[config.mk]
export PLATFORM = sky130hd
export DESIGN_NAME = i2cm_bit_engine
export DESIGN_NICKNAME = d
export VERILOG_FILES = /design/src/rtl/i2cm_pkg.sv /design/src/rtl/i2cm_tick.sv /design/src/rtl/i2cm_step.sv /design/src/rtl/i2cm_bit_engine.sv
export SDC_FILE = /design/constraint.sdc
export NUM_CORES = 1
export LEC_CHECK = 0
export CELL_PAD_IN_SITES_DETAIL_PLACEMENT = 0
export CELL_PAD_IN_SITES_GLOBAL_PLACEMENT = 1
export CORE_MARGIN = 8
export CORE_UTILIZATION = 30
export DETAILED_ROUTE_END_ITERATION = 16
export PLACE_DENSITY_LB_ADDON = 0.1
export SYNTH_ARGS = -nofsm -noshare
export SYNTH_HDL_FRONTEND = slang
export SYNTH_SLANG_ARGS = --single-unit
[constraint.sdc]
create_clock -name clk_i -period 3 [get_ports clk_i]
set_input_delay 0.45 -clock clk_i [delete_from_list [all_inputs] [get_ports clk_i]]
set_output_delay 0.45 -clock clk_i [all_outputs]
set_load 0.005 [all_outputs]
[src/rtl/i2cm_pkg.sv]
package i2cm_pkg;
  localparam logic [2:0] OP_RECOVER = 3'd0;
  localparam logic [2:0] OP_START   = 3'd1;
  localparam logic [2:0] OP_STOP    = 3'd2;
  localparam logic [2:0] OP_WRITE   = 3'd3;
  localparam logic [2:0] OP_READ    = 3'd4;

  typedef struct packed {
    logic scl;
    logic sda;   // 1 = released
  } pins_t;
endpackage

[src/rtl/i2cm_tick.sv]
module i2cm_tick #(
  parameter int DIV_W = 16
) (
  input  logic             clk_i,
  input  logic             rst_ni,
  input  logic             start_i,
  input  logic             run_i,
  input  logic [DIV_W-1:0] div_i,
  output logic             tick_o
);
  logic [DIV_W-1:0] unit_q, cnt_q;

  assign tick_o = run_i && (cnt_q == unit_q - DIV_W'(1));

  always_ff @(posedge clk_i or negedge rst_ni) begin
    if (!rst_ni) begin
      unit_q <= DIV_W'(1);
      cnt_q  <= '0;
    end else if (start_i) begin
      unit_q <= (div_i == '0) ? DIV_W'(1) : div_i;
      cnt_q  <= '0;
    end else if (run_i) begin
      cnt_q <= tick_o ? '0 : cnt_q + DIV_W'(1);
    end
  end


  cnt_range_chk: assert property (@(posedge clk_i) disable iff (!rst_ni)
    cnt_q < unit_q);
endmodule

[src/rtl/i2cm_step.sv]
module i2cm_step
  import i2cm_pkg::*;
#(
  parameter int DATA_W     = 8,
  parameter int RCV_PULSES = 9,
  parameter int IDX_W      = 4
) (
  input  logic             clk_i,
  input  logic             rst_ni,
  input  logic             start_i,
  input  logic [2:0]       op_i,
  input  logic             tick_i,
  output logic             busy_o,
  output logic [2:0]       op_o,
  output logic [IDX_W-1:0] idx_o,
  output logic [1:0]       sub_o,
  output logic [IDX_W-1:0] nxt_idx_o,
  output logic [1:0]       nxt_sub_o,
  output logic             fin_o
);
  logic             busy_q;
  logic [2:0]       op_q;
  logic [IDX_W-1:0] idx_q;
  logic [1:0]       sub_q, sub_last;
  logic             last_step;

  always_comb begin
    sub_last = (op_q == OP_READ && idx_q < IDX_W'(DATA_W)) ? 2'd2 : 2'd3;
    case (op_q)
      OP_START, OP_STOP:  last_step = (sub_q == 2'd3);
      OP_WRITE, OP_READ:  last_step = (idx_q == IDX_W'(DATA_W + 1));
      OP_RECOVER:         last_step = (idx_q == IDX_W'(RCV_PULSES)) && (sub_q == 2'd3);
      default:            last_step = 1'b1;
    endcase
    if (start_i) begin
      nxt_idx_o = '0;
      nxt_sub_o = '0;
    end else if (sub_q == sub_last) begin
      nxt_idx_o = idx_q + IDX_W'(1);
      nxt_sub_o = '0;
    end else begin
      nxt_idx_o = idx_q;
      nxt_sub_o = sub_q + 2'd1;
    end
  end

  always_ff @(posedge clk_i or negedge rst_ni) begin
    if (!rst_ni) begin
      busy_q <= 1'b0;
      op_q   <= OP_RECOVER;
      idx_q  <= '0;
      sub_q  <= '0;
    end else if (start_i) begin
      busy_q <= 1'b1;
      op_q   <= op_i;
      idx_q  <= '0;
      sub_q  <= '0;
    end else if (tick_i) begin
      if (last_step) busy_q <= 1'b0;
      else begin
        idx_q <= nxt_idx_o;
        sub_q <= nxt_sub_o;
      end
    end
  end

  assign busy_o = busy_q;
  assign op_o   = op_q;
  assign idx_o  = idx_q;
  assign sub_o  = sub_q;
  assign fin_o  = tick_i && last_step;


  fin_idle_chk: assert property (@(posedge clk_i) disable iff (!rst_ni)
    fin_o |=> !busy_o);
endmodule

[src/rtl/i2cm_bit_engine.sv]
module i2cm_bit_engine
  import i2cm_pkg::*;
#(
  parameter int DATA_W     = 8,
  parameter int DIV_W      = 16,
  parameter int RCV_PULSES = 9
) (
  input  logic              clk_i,
  input  logic              rst_ni,
  input  logic              cmd_valid_i,
  output logic              cmd_ready_o,
  input  logic [2:0]        cmd_op_i,
  input  logic [DATA_W-1:0] cmd_data_i,
  input  logic              cmd_ack_i,
  input  logic [DIV_W-1:0]  div_i,
  output logic              done_o,
  output logic              ack_o,
  output logic [DATA_W-1:0] rx_data_o,
  output logic              scl_o,
  output logic              sda_oe_o,
  input  logic              sda_i
);
  localparam int IDX_MAX = (DATA_W > RCV_PULSES) ? DATA_W : RCV_PULSES;
  localparam int IDX_W   = $clog2(IDX_MAX + 2);

  logic              busy, tick, fin, accept;
  logic [2:0]        op;
  logic [IDX_W-1:0]  idx, nxt_idx;
  logic [1:0]        sub, nxt_sub;
  pins_t             pins_q;
  logic              done_q, ack_q;
  logic [DATA_W-1:0] rx_q, data_q;
  logic              ack_lvl_q;

  assign accept = cmd_valid_i && !busy;

  i2cm_tick #(.DIV_W(DIV_W)) u_tick (
    .clk_i, .rst_ni, .start_i(accept), .run_i(busy), .div_i, .tick_o(tick)
  );

  i2cm_step #(.DATA_W(DATA_W), .RCV_PULSES(RCV_PULSES), .IDX_W(IDX_W)) u_step (
    .clk_i, .rst_ni, .start_i(accept), .op_i(cmd_op_i), .tick_i(tick),
    .busy_o(busy), .op_o(op), .idx_o(idx), .sub_o(sub),
    .nxt_idx_o(nxt_idx), .nxt_sub_o(nxt_sub), .fin_o(fin)
  );

  function automatic pins_t stop_pat(input logic [1:0] s, input pins_t cur);
    pins_t p = cur;
    case (s)
      2'd0: p.scl = 1'b0;
      2'd1: p.sda = 1'b0;
      2'd2: p.scl = 1'b1;
      default: p.sda = 1'b1;
    endcase
    return p;
  endfunction

  // Pin levels at entry to slot (i, s) of command o
  function automatic pins_t slot_pins(input logic [2:0] o, input logic [IDX_W-1:0] i,
                                      input logic [1:0] s, input logic [DATA_W-1:0] d,
                                      input logic a, input pins_t cur);
    pins_t p = cur;
    logic [DATA_W-1:0] sh;
    sh = d << i;
    case (o)
      OP_START: begin
        if (s == 2'd1) p.sda = 1'b1;
        if (s == 2'd2) p.scl = 1'b1;
        if (s == 2'd3) p.sda = 1'b0;
      end
      OP_STOP: p = stop_pat(s, cur);
      OP_WRITE, OP_READ: begin
        if (o == OP_READ && i < IDX_W'(DATA_W)) begin
          if (s == 2'd0) begin
            p.scl = 1'b0;
            if (i == '0) p.sda = 1'b1;
          end
          if (s == 2'd1) p.scl = 1'b1;
        end else if (i <= IDX_W'(DATA_W)) begin
          if (s == 2'd0) p.scl = 1'b0;
          if (s == 2'd1) p.sda = (o == OP_READ) ? a :
                                 (i < IDX_W'(DATA_W)) ? sh[DATA_W-1] : 1'b1;
          if (s == 2'd2) p.scl = 1'b1;
        end else begin
          p.scl = 1'b0;
        end
      end
      OP_RECOVER: begin
        if (i < IDX_W'(RCV_PULSES)) begin
          if (s == 2'd0) begin
            p.scl = 1'b0;
            if (i == '0) p.sda = 1'b1;
          end
          if (s == 2'd2) p.scl = 1'b1;
        end else begin
          p = stop_pat(s, cur);
        end
      end
      default: ;
    endcase
    return p;
  endfunction

  always_ff @(posedge clk_i or negedge rst_ni) begin
    if (!rst_ni) begin
      pins_q    <= '{scl: 1'b1, sda: 1'b1};
      done_q    <= 1'b0;
      ack_q     <= 1'b0;
      rx_q      <= '0;
      data_q    <= '0;
      ack_lvl_q <= 1'b0;
    end else begin
      done_q <= fin;
      if (accept) begin
        data_q    <= cmd_data_i;
        ack_lvl_q <= cmd_ack_i;
        pins_q    <= slot_pins(cmd_op_i, '0, '0, cmd_data_i, cmd_ack_i, pins_q);
      end else if (tick && !fin) begin
        pins_q <= slot_pins(op, nxt_idx, nxt_sub, data_q, ack_lvl_q, pins_q);
      end
      if (tick && op == OP_WRITE && idx == IDX_W'(DATA_W) && sub == 2'd3)
        ack_q <= sda_i;
      if (tick && op == OP_READ && idx < IDX_W'(DATA_W) && sub == 2'd1)
        rx_q <= {rx_q[DATA_W-2:0], sda_i};
    end
  end

  assign cmd_ready_o = !busy;
  assign done_o      = done_q;
  assign ack_o       = ack_q;
  assign rx_data_o   = rx_q;
  assign scl_o       = pins_q.scl;
  assign sda_oe_o    = !pins_q.sda;


  done_pulse_chk: assert property (@(posedge clk_i) disable iff (!rst_ni)
    done_o |=> !done_o);

  accept_busy_chk: assert property (@(posedge clk_i) disable iff (!rst_ni)
    (cmd_valid_i && cmd_ready_o) |=> !cmd_ready_o);

  wr_sda_chk: assert property (@(posedge clk_i) disable iff (!rst_ni)
    (busy && op == OP_WRITE && !$stable(sda_oe_o)) |-> !scl_o);

  start_end_chk: assert property (@(posedge clk_i) disable iff (!rst_ni)
    (done_o && op == OP_START) |-> (scl_o && sda_oe_o));

  stop_end_chk: assert property (@(posedge clk_i) disable iff (!rst_ni)
    (done_o && (op == OP_STOP || op == OP_RECOVER)) |-> (scl_o && !sda_oe_o));

  rd_release_chk: assert property (@(posedge clk_i) disable iff (!rst_ni)
    (busy && op == OP_READ && idx < IDX_W'(DATA_W)) |-> !sda_oe_o);

  rcv_release_chk: assert property (@(posedge clk_i) disable iff (!rst_ni)
    (busy && op == OP_RECOVER && idx < IDX_W'(RCV_PULSES)) |-> !sda_oe_o);
endmodule

==> Yosys cells after proc, flatten, opt, wreduce, memory -nomap -nowiden <==
Index checks and enable logic that the tools add are counted.
{ "classes": {"n_addsub": 4, "order_cmp": 4, "n_eq_ne": 26, "n_shift": 1, "mux": 42, "reduce_logical": 34} }
{ "op_table": {"columns": ["operator", "count"], "rows": [
  ["16-bit 2-to-1 mux", 4],
  ["2-bit 2-to-1 mux", 10],
  ["4-bit 2-to-1 mux", 5],
  ["1-bit 2-to-1 mux", 18],
  ["16-bit by 1-bit adder with 16-bit output, second input constant", 1],
  ["16-bit == test", 1],
  ["16-bit logical NOT", 1],
  ["16-bit by 1-bit subtractor with 16-bit output, second input constant", 1],
  ["1-bit logical AND", 13],
  ["3-bit by 2-bit == test with 1-bit output, second input constant", 4],
  ["4-bit less-than comparator, second input constant", 3],
  ["4-bit inequality test, second input constant", 3],
  ["4-bit == test, second input constant", 2],
  ["2-bit case mux with 4 select lines", 1],
  ["8-bit AND reduction", 1],
  ["2-bit nonzero test", 4],
  ["2-bit OR reduction", 4],
  ["8-bit by 4-bit << shifter with 8-bit output", 1],
  ["2-bit == test, second input constant", 3],
  ["3-bit == test, second input constant", 2],
  ["3-bit logical NOT", 2],
  ["3-bit inequality test, second input constant", 2],
  ["6-bit inequality test, second input constant", 1],
  ["2-bit case mux with 3 select lines", 1],
  ["other kinds (17)", 23]
]} }
{ "totals": {"reg_bits": 63, "inputBits": 32, "out_inout_bits": 13, "word_cells": 124} }

==> Depth between registers and ports, before layout <==
{ "logic_depth": {"word_depth": 15, "ltp_mapped": 11, "ltp_nobuf": 10} }

==> Hierarchy <==
From an unflattened synthesis, not the netlist that was laid out.
{ "hier_totals": {"hier_cells": 408, "hier_area_um2": 4051.4} }
{ "modules_own_cells": {"columns": ["module", "instances", "cells_each", "area_per_inst_um2", "seq_area_each_um2"], "rows": [
  ["i2cm_tick", 1, 207, 2057.0, 802.0],
  ["i2cm_bit_engine", 1, 126, 1234.9, 528.0],
  ["i2cm_step", 1, 75, 759.5, 250.2]
]} }

==> Least setup slack after synthesis <==
No wires, ideal clock.
{ "synth_path": {"path_type": "reg-to-reg", "startpoint": "reg u_tick.unit_q[1]", "endpoint": "reg ack_q (netlist: ack_o)", "setup_time_ps": 125, "arrival_time_ps": 2764, "required_ps": 2875, "path_slack_ps": 112, "stages_incl_launch_ff": 11, "n_path_buf": 0, "synth_period_minus_slack_ps": 2888, "path_cell_list": "dfrtp_1 > inv_1 > ha_1 > or4b_4 > or4_1 > o311ai_1 > nor2_2 > nor4_4 > nand2_1 > nor3_2 > mux2_2"} }
{ "synth_via": {"elab_chain_cells": 6} }
{ "synth_lines": {"columns": ["element", "line_no", "text"], "rows": [
  ["start, declared", "i2cm_tick.sv:11", "logic [DIV_W-1:0] unit_q, cnt_q;"],
  ["start signal, assigned", "i2cm_tick.sv:20", "unit_q <= (div_i == '0) ? DIV_W'(1) : div_i;"],
  ["16-bit by 1-bit subtractor with 16-bit output", "i2cm_tick.sv:13", "assign tick_o = run_i && (cnt_q == unit_q - DIV_W'(1));"],
  ["16-bit == test", "i2cm_tick.sv:13", null],
  ["1-bit logical AND", "i2cm_tick.sv:13", null],
  ["1-bit logical AND (3 in series)", "i2cm_bit_engine.sv:121", "if (tick && op == OP_WRITE && idx == IDX_W'(DATA_W) && sub == 2'd3)"],
  ["end signal, assigned", "i2cm_bit_engine.sv:122", "ack_q <= sda_i;"],
  ["end, declared", "i2cm_bit_engine.sv:31", "logic done_q, ack_q;"]
]} }
No other way between the ends.
A chain may end at the register's enable or synchronous reset.

==> Final worst setup path <==
{ "layout_path": {"startpoint": "reg u_tick.unit_q[0]", "endpoint": "reg rx_q[2] (netlist: rx_data_o[2])"} }
{ "layout_via": {"elab_chain_cells": 6} }
{ "layout_lines": {"columns": ["element", "line_no", "text"], "rows": [
  ["16-bit by 1-bit subtractor with 16-bit output", "i2cm_tick.sv:13", null],
  ["16-bit == test", "i2cm_tick.sv:13", null],
  ["1-bit logical AND", "i2cm_tick.sv:13", null],
  ["1-bit logical AND (3 in series)", "i2cm_bit_engine.sv:123", "if (tick && op == OP_READ && idx < IDX_W'(DATA_W) && sub == 2'd1)"],
  ["end signal, assigned", "i2cm_bit_engine.sv:124", "rx_q <= {rx_q[DATA_W-2:0], sda_i};"],
  ["end, declared", "i2cm_bit_engine.sv:32", "logic [DATA_W-1:0] rx_q, data_q;"]
]} }
No other way between the ends.

==> results <==
- The flow ran to the end, and the final reports show no timing, DRC or antenna violations.
- The power density over cell area is 569 mW/mm^2.
- STA classifies the critical path endpoint as a register.
- The category of the most critical setup path is reg -> reg.
- The reg-to-reg critical path startpoint is u_tick.unit_q[0].
- The data required time of the worst path is 3210 ps.
- The number of slew-limit violations in the final report is 0.
- Entering global routing, the biggest net connects 36 pins.
- Clock-pin slew was measured on the worst setup and hold paths at 50 ps.
- The routed wire length is 11.1 mm.
- The async set-reset flop share out of synthesis is 1.00.
- The number of buffers on the longest clock path is 2.
- The filler cell count is 1296.
- The total number of nets in the final design is 548.
- The arrival time of data at the critical path endpoint is 3050 ps.
- The shortest clock period the worst path allows after layout is 2840 ps.
- The antenna diode count is 0.
- In this run the critical register-to-register path is captured at rx_data_o[2].
- The largest driver fanout on the critical path is 8.
- By area the synthesized netlist is led by sky130_fd_sc_hd__dfrtp_1 38%, sky130_fd_sc_hd__nand2_1 10%, sky130_fd_sc_hd__xnor2_1 5.2%.
- The synthesis-to-finish area growth is 30.8%.
- Across every metal layer, demand over resource in global routing totals 0.141.
- The nature of the critical path startpoint is a register.
- The initial utilization of the core area, before any placement, comes to 0.309.
- Once layout is done, the placed cells without fillers occupy 0.00512 sq mm.
- In the final layout, the share of cells above drive strength 1 is 0.165.
- Measured in cells, the most critical reg-to-reg path has a length of 10.
- After detailed routing, the average wire length per cell comes to 16.2 um.
- For this run, the leading register cell type out of synthesis is sky130_fd_sc_hd__dfrtp_1.
- The clock arrives with 8.60 ps of skew.
- In the layout the commonest cells are 104 x sky130_fd_sc_hd__nand2_1, 60 x sky130_fd_sc_hd__dfrtp_1, 43 x sky130_fd_sc_hd__clkdlybuf4s50_1.
- The post-synthesis net count is 482.
- At the end of routability-driven placement, the weighted congestion stood at 0.791.
- The synthesis warning total is 0.
- After global routing the overflow that remains totals 0.
- Counting the buffers created by CTS gives 9.
- The class of the tightest hold or removal check is in -> async.
- The hold violation total from the final report was 0.
- For this run, the top clock speed supported by timing is 352 MHz.
- VDD sags by at most 0.000198 V.
- The area share of the largest cell type after synthesis is 0.384.
- TritonCTS built the clock tree.
- The number of non-filler instances in the completed layout is 686.
- The worst setup margin is 156 ps.
- The tool flagged a number of max-cap violations equal to 0.
- In this run the tightest slew margin relative to its limit is 0.546.
- The total instance count after detailed placement is 666.
- The clock reaches the later pin of the worst-skew pair after 330 ps.
- The initial antenna violation count is 0.
- The mean instance size in the synthesized netlist is 8.83 sq um.
- Dividing the detail-routed via count by the number of cells gives 4.97.
- After detailed placement, the total cell area comes to 0.00470 sq mm.
- Leaving out fill and tap cells, the most frequent cell in the layout is sky130_fd_sc_hd__nand2_1.
- After detailed routing, the number of remaining DRC violations is 0.
- Power comes to 2910 uW.
- The worst hold margin is 143 ps.
- Yosys mapped a number of flops with a built-in enable equal to 0.
- In the finished design, the share of the clock period the worst path needs comes to 0.948.
- The die covers 0.0169 sq mm.
- The width of the die is 130 um.
- The area of the core is 0.0127 sq mm.
- The HPWL reported at the end of detailed placement is 8.47 mm.
- The clock sink count is 63.
- In this run, distinct cell masters in the synthesized netlist total 66.
- The final route contains 3412 vias.
- The die is 130 um tall.
- Pin placement for this block handled 45 I/O pins.
- Timing analysis after detailed placement gives a worst setup slack of 52.7 ps.
- The leakage power is 0.00225 uW.
- The number of standard cells after synthesis is 443.
- The total iterations of the first detailed-routing run is 4.
- The number of port buffers is 44.
- The H-tree generated during clock tree synthesis spans 3 levels.
- The floorplan has 41 rows.
- The combined area of all synthesized cells is 0.00391 sq mm.
- Of all cell types, the one taking the most synthesized area is sky130_fd_sc_hd__dfrtp_1.
- The transition time of the tightest slew-check pin is 675 ps.
- The number of global-route vias before repair was 3522.
- The number of antenna-violating nets in the routed design is 0.
- The cell chosen for the clock root is sky130_fd_sc_hd__clkbuf_16.
- After synthesis the netlist holds a flip-flop and latch count of 63.
- The worst register-to-register path has a setup slack of 160 ps.
- The portion of the post-synthesis area used by sequential elements is 0.404.
- The final count of negative-setup-slack endpoints is 0.
- After the first detailed-routing iteration, the DRC count stood at 198.
- The first global-routing pass estimated 18.4 mm of wire.
- In this run, post-CTS hold repair placed 0 buffers.
[cell families after synthesis]
kind of cell	share of synthesized area
AND/OR/NAND/NOR	0.292
flip-flops	0.404
AO/OA/AOI/OAI	0.110
XOR/XNOR	0.0739
buffers and inverters	0.0317
multiplexers	0.0659
adder cells (fa/ha/maj)	0.0224
[synth_stat cells, drive strengths merged, types with 3 or more instances]
cell	count
nand4b	3
nor3	11
a31oi	4
a211oi	6
nand2b	6
nand4	6
o311ai	3
or4	4
nand2	105
nor2b	4
mux2i	10
o21ai	11
dfstp	3
nor2	41
xnor2	23
mux2	14
nor4	10
clkbuf	13
o31ai	4
ha	7
nor3b	4
buf	6
a32o	3
and3	8
dfrtp	60
nand3	9
inv	13
a21oi	5
xor2	10
[state kept, by name (all words and copies together), names as in the netlist]
register / count
u_step.idx_o: 4
u_step.sub_o: 2
u_step.busy_o: 1
done_o: 1
u_tick.unit_q: 16
pins_q: 1
rx_data_o: 8
ack_lvl_q: 1
ack_o: 1
u_step.op_o: 3
data_q: 8
scl_o: 1
u_tick.cnt_q: 16
[repair_timing]
action                     4_1_cts  5_1_grt
setup endpoints to repair        0       29
setup buffers                    0        3
resized for setup                0       12
[area by class of cell]
type | count | area (sq um) | share of cell area
Sequential cell | 63 | 1580 | 0.309
Multi-Input combinational cell | 348 | 2270 | 0.444
Inverter | 13 | 48.8 | 0.00954
Clock inverter | 3 | 40.0 | 0.00783
Clock buffer | 13 | 270 | 0.0528
Timing Repair Buffer | 74 | 691 | 0.135
Tap cell | 172 | 215 | 0.0421
[worst max-delay path, cell delays in order (launching register included)]
cell	delay, ps
sky130_fd_sc_hd__dfstp_2	360
sky130_fd_sc_hd__inv_1	70
sky130_fd_sc_hd__ha_2	170
sky130_fd_sc_hd__or4b_4	510
sky130_fd_sc_hd__or4_4	430
sky130_fd_sc_hd__o311ai_2	80
sky130_fd_sc_hd__nor2_2	100
sky130_fd_sc_hd__buf_4	150
sky130_fd_sc_hd__nor4b_4	310
sky130_fd_sc_hd__nand3_4	190
sky130_fd_sc_hd__mux2_4	330
[power by group]
part	total (uW)	switching [uW]	leakage (uW)	internal, uW
Clock	1090	378	0.000156	708
Combinational	702	350	0.00129	353
Sequential	1120	166	0.000803	958
[through the flow]
stage,setup TNS [ps],utilization
5_1_grt,-30.8,0.404
6_report,0,0.404
3_5_place_dp,0,0.371
4_1_cts,0,0.395
3_3_place_gp,0,0.371
2_1_floorplan,0,-
[worst max-delay path by stage]
stage | startpoint | cells past startpoint | endpoint
2_1_floorplan | u_tick.unit_q[1] | 10 | ack_o
3_3_place_gp | u_tick.unit_q[3] | 7 | u_step.sub_o[1]
3_5_place_dp | u_tick.unit_q[1] | 10 | ack_o
4_1_cts | u_tick.unit_q[1] | 10 | ack_o
5_1_grt | u_tick.unit_q[1] | 9 | rx_data_o[2]
6_report | u_tick.unit_q[0] | 10 | rx_data_o[2]
[routing by layer]
layer  up-vias  part of all wire  GRT usage
li1       1694                 -          -
met1      1634              0.51      0.200
met2        75              0.42      0.204
met3         9             0.054     0.0326
met4         0             0.010     0.0451
met5         -                 0          0
Power figures use the tool's default switching activity.
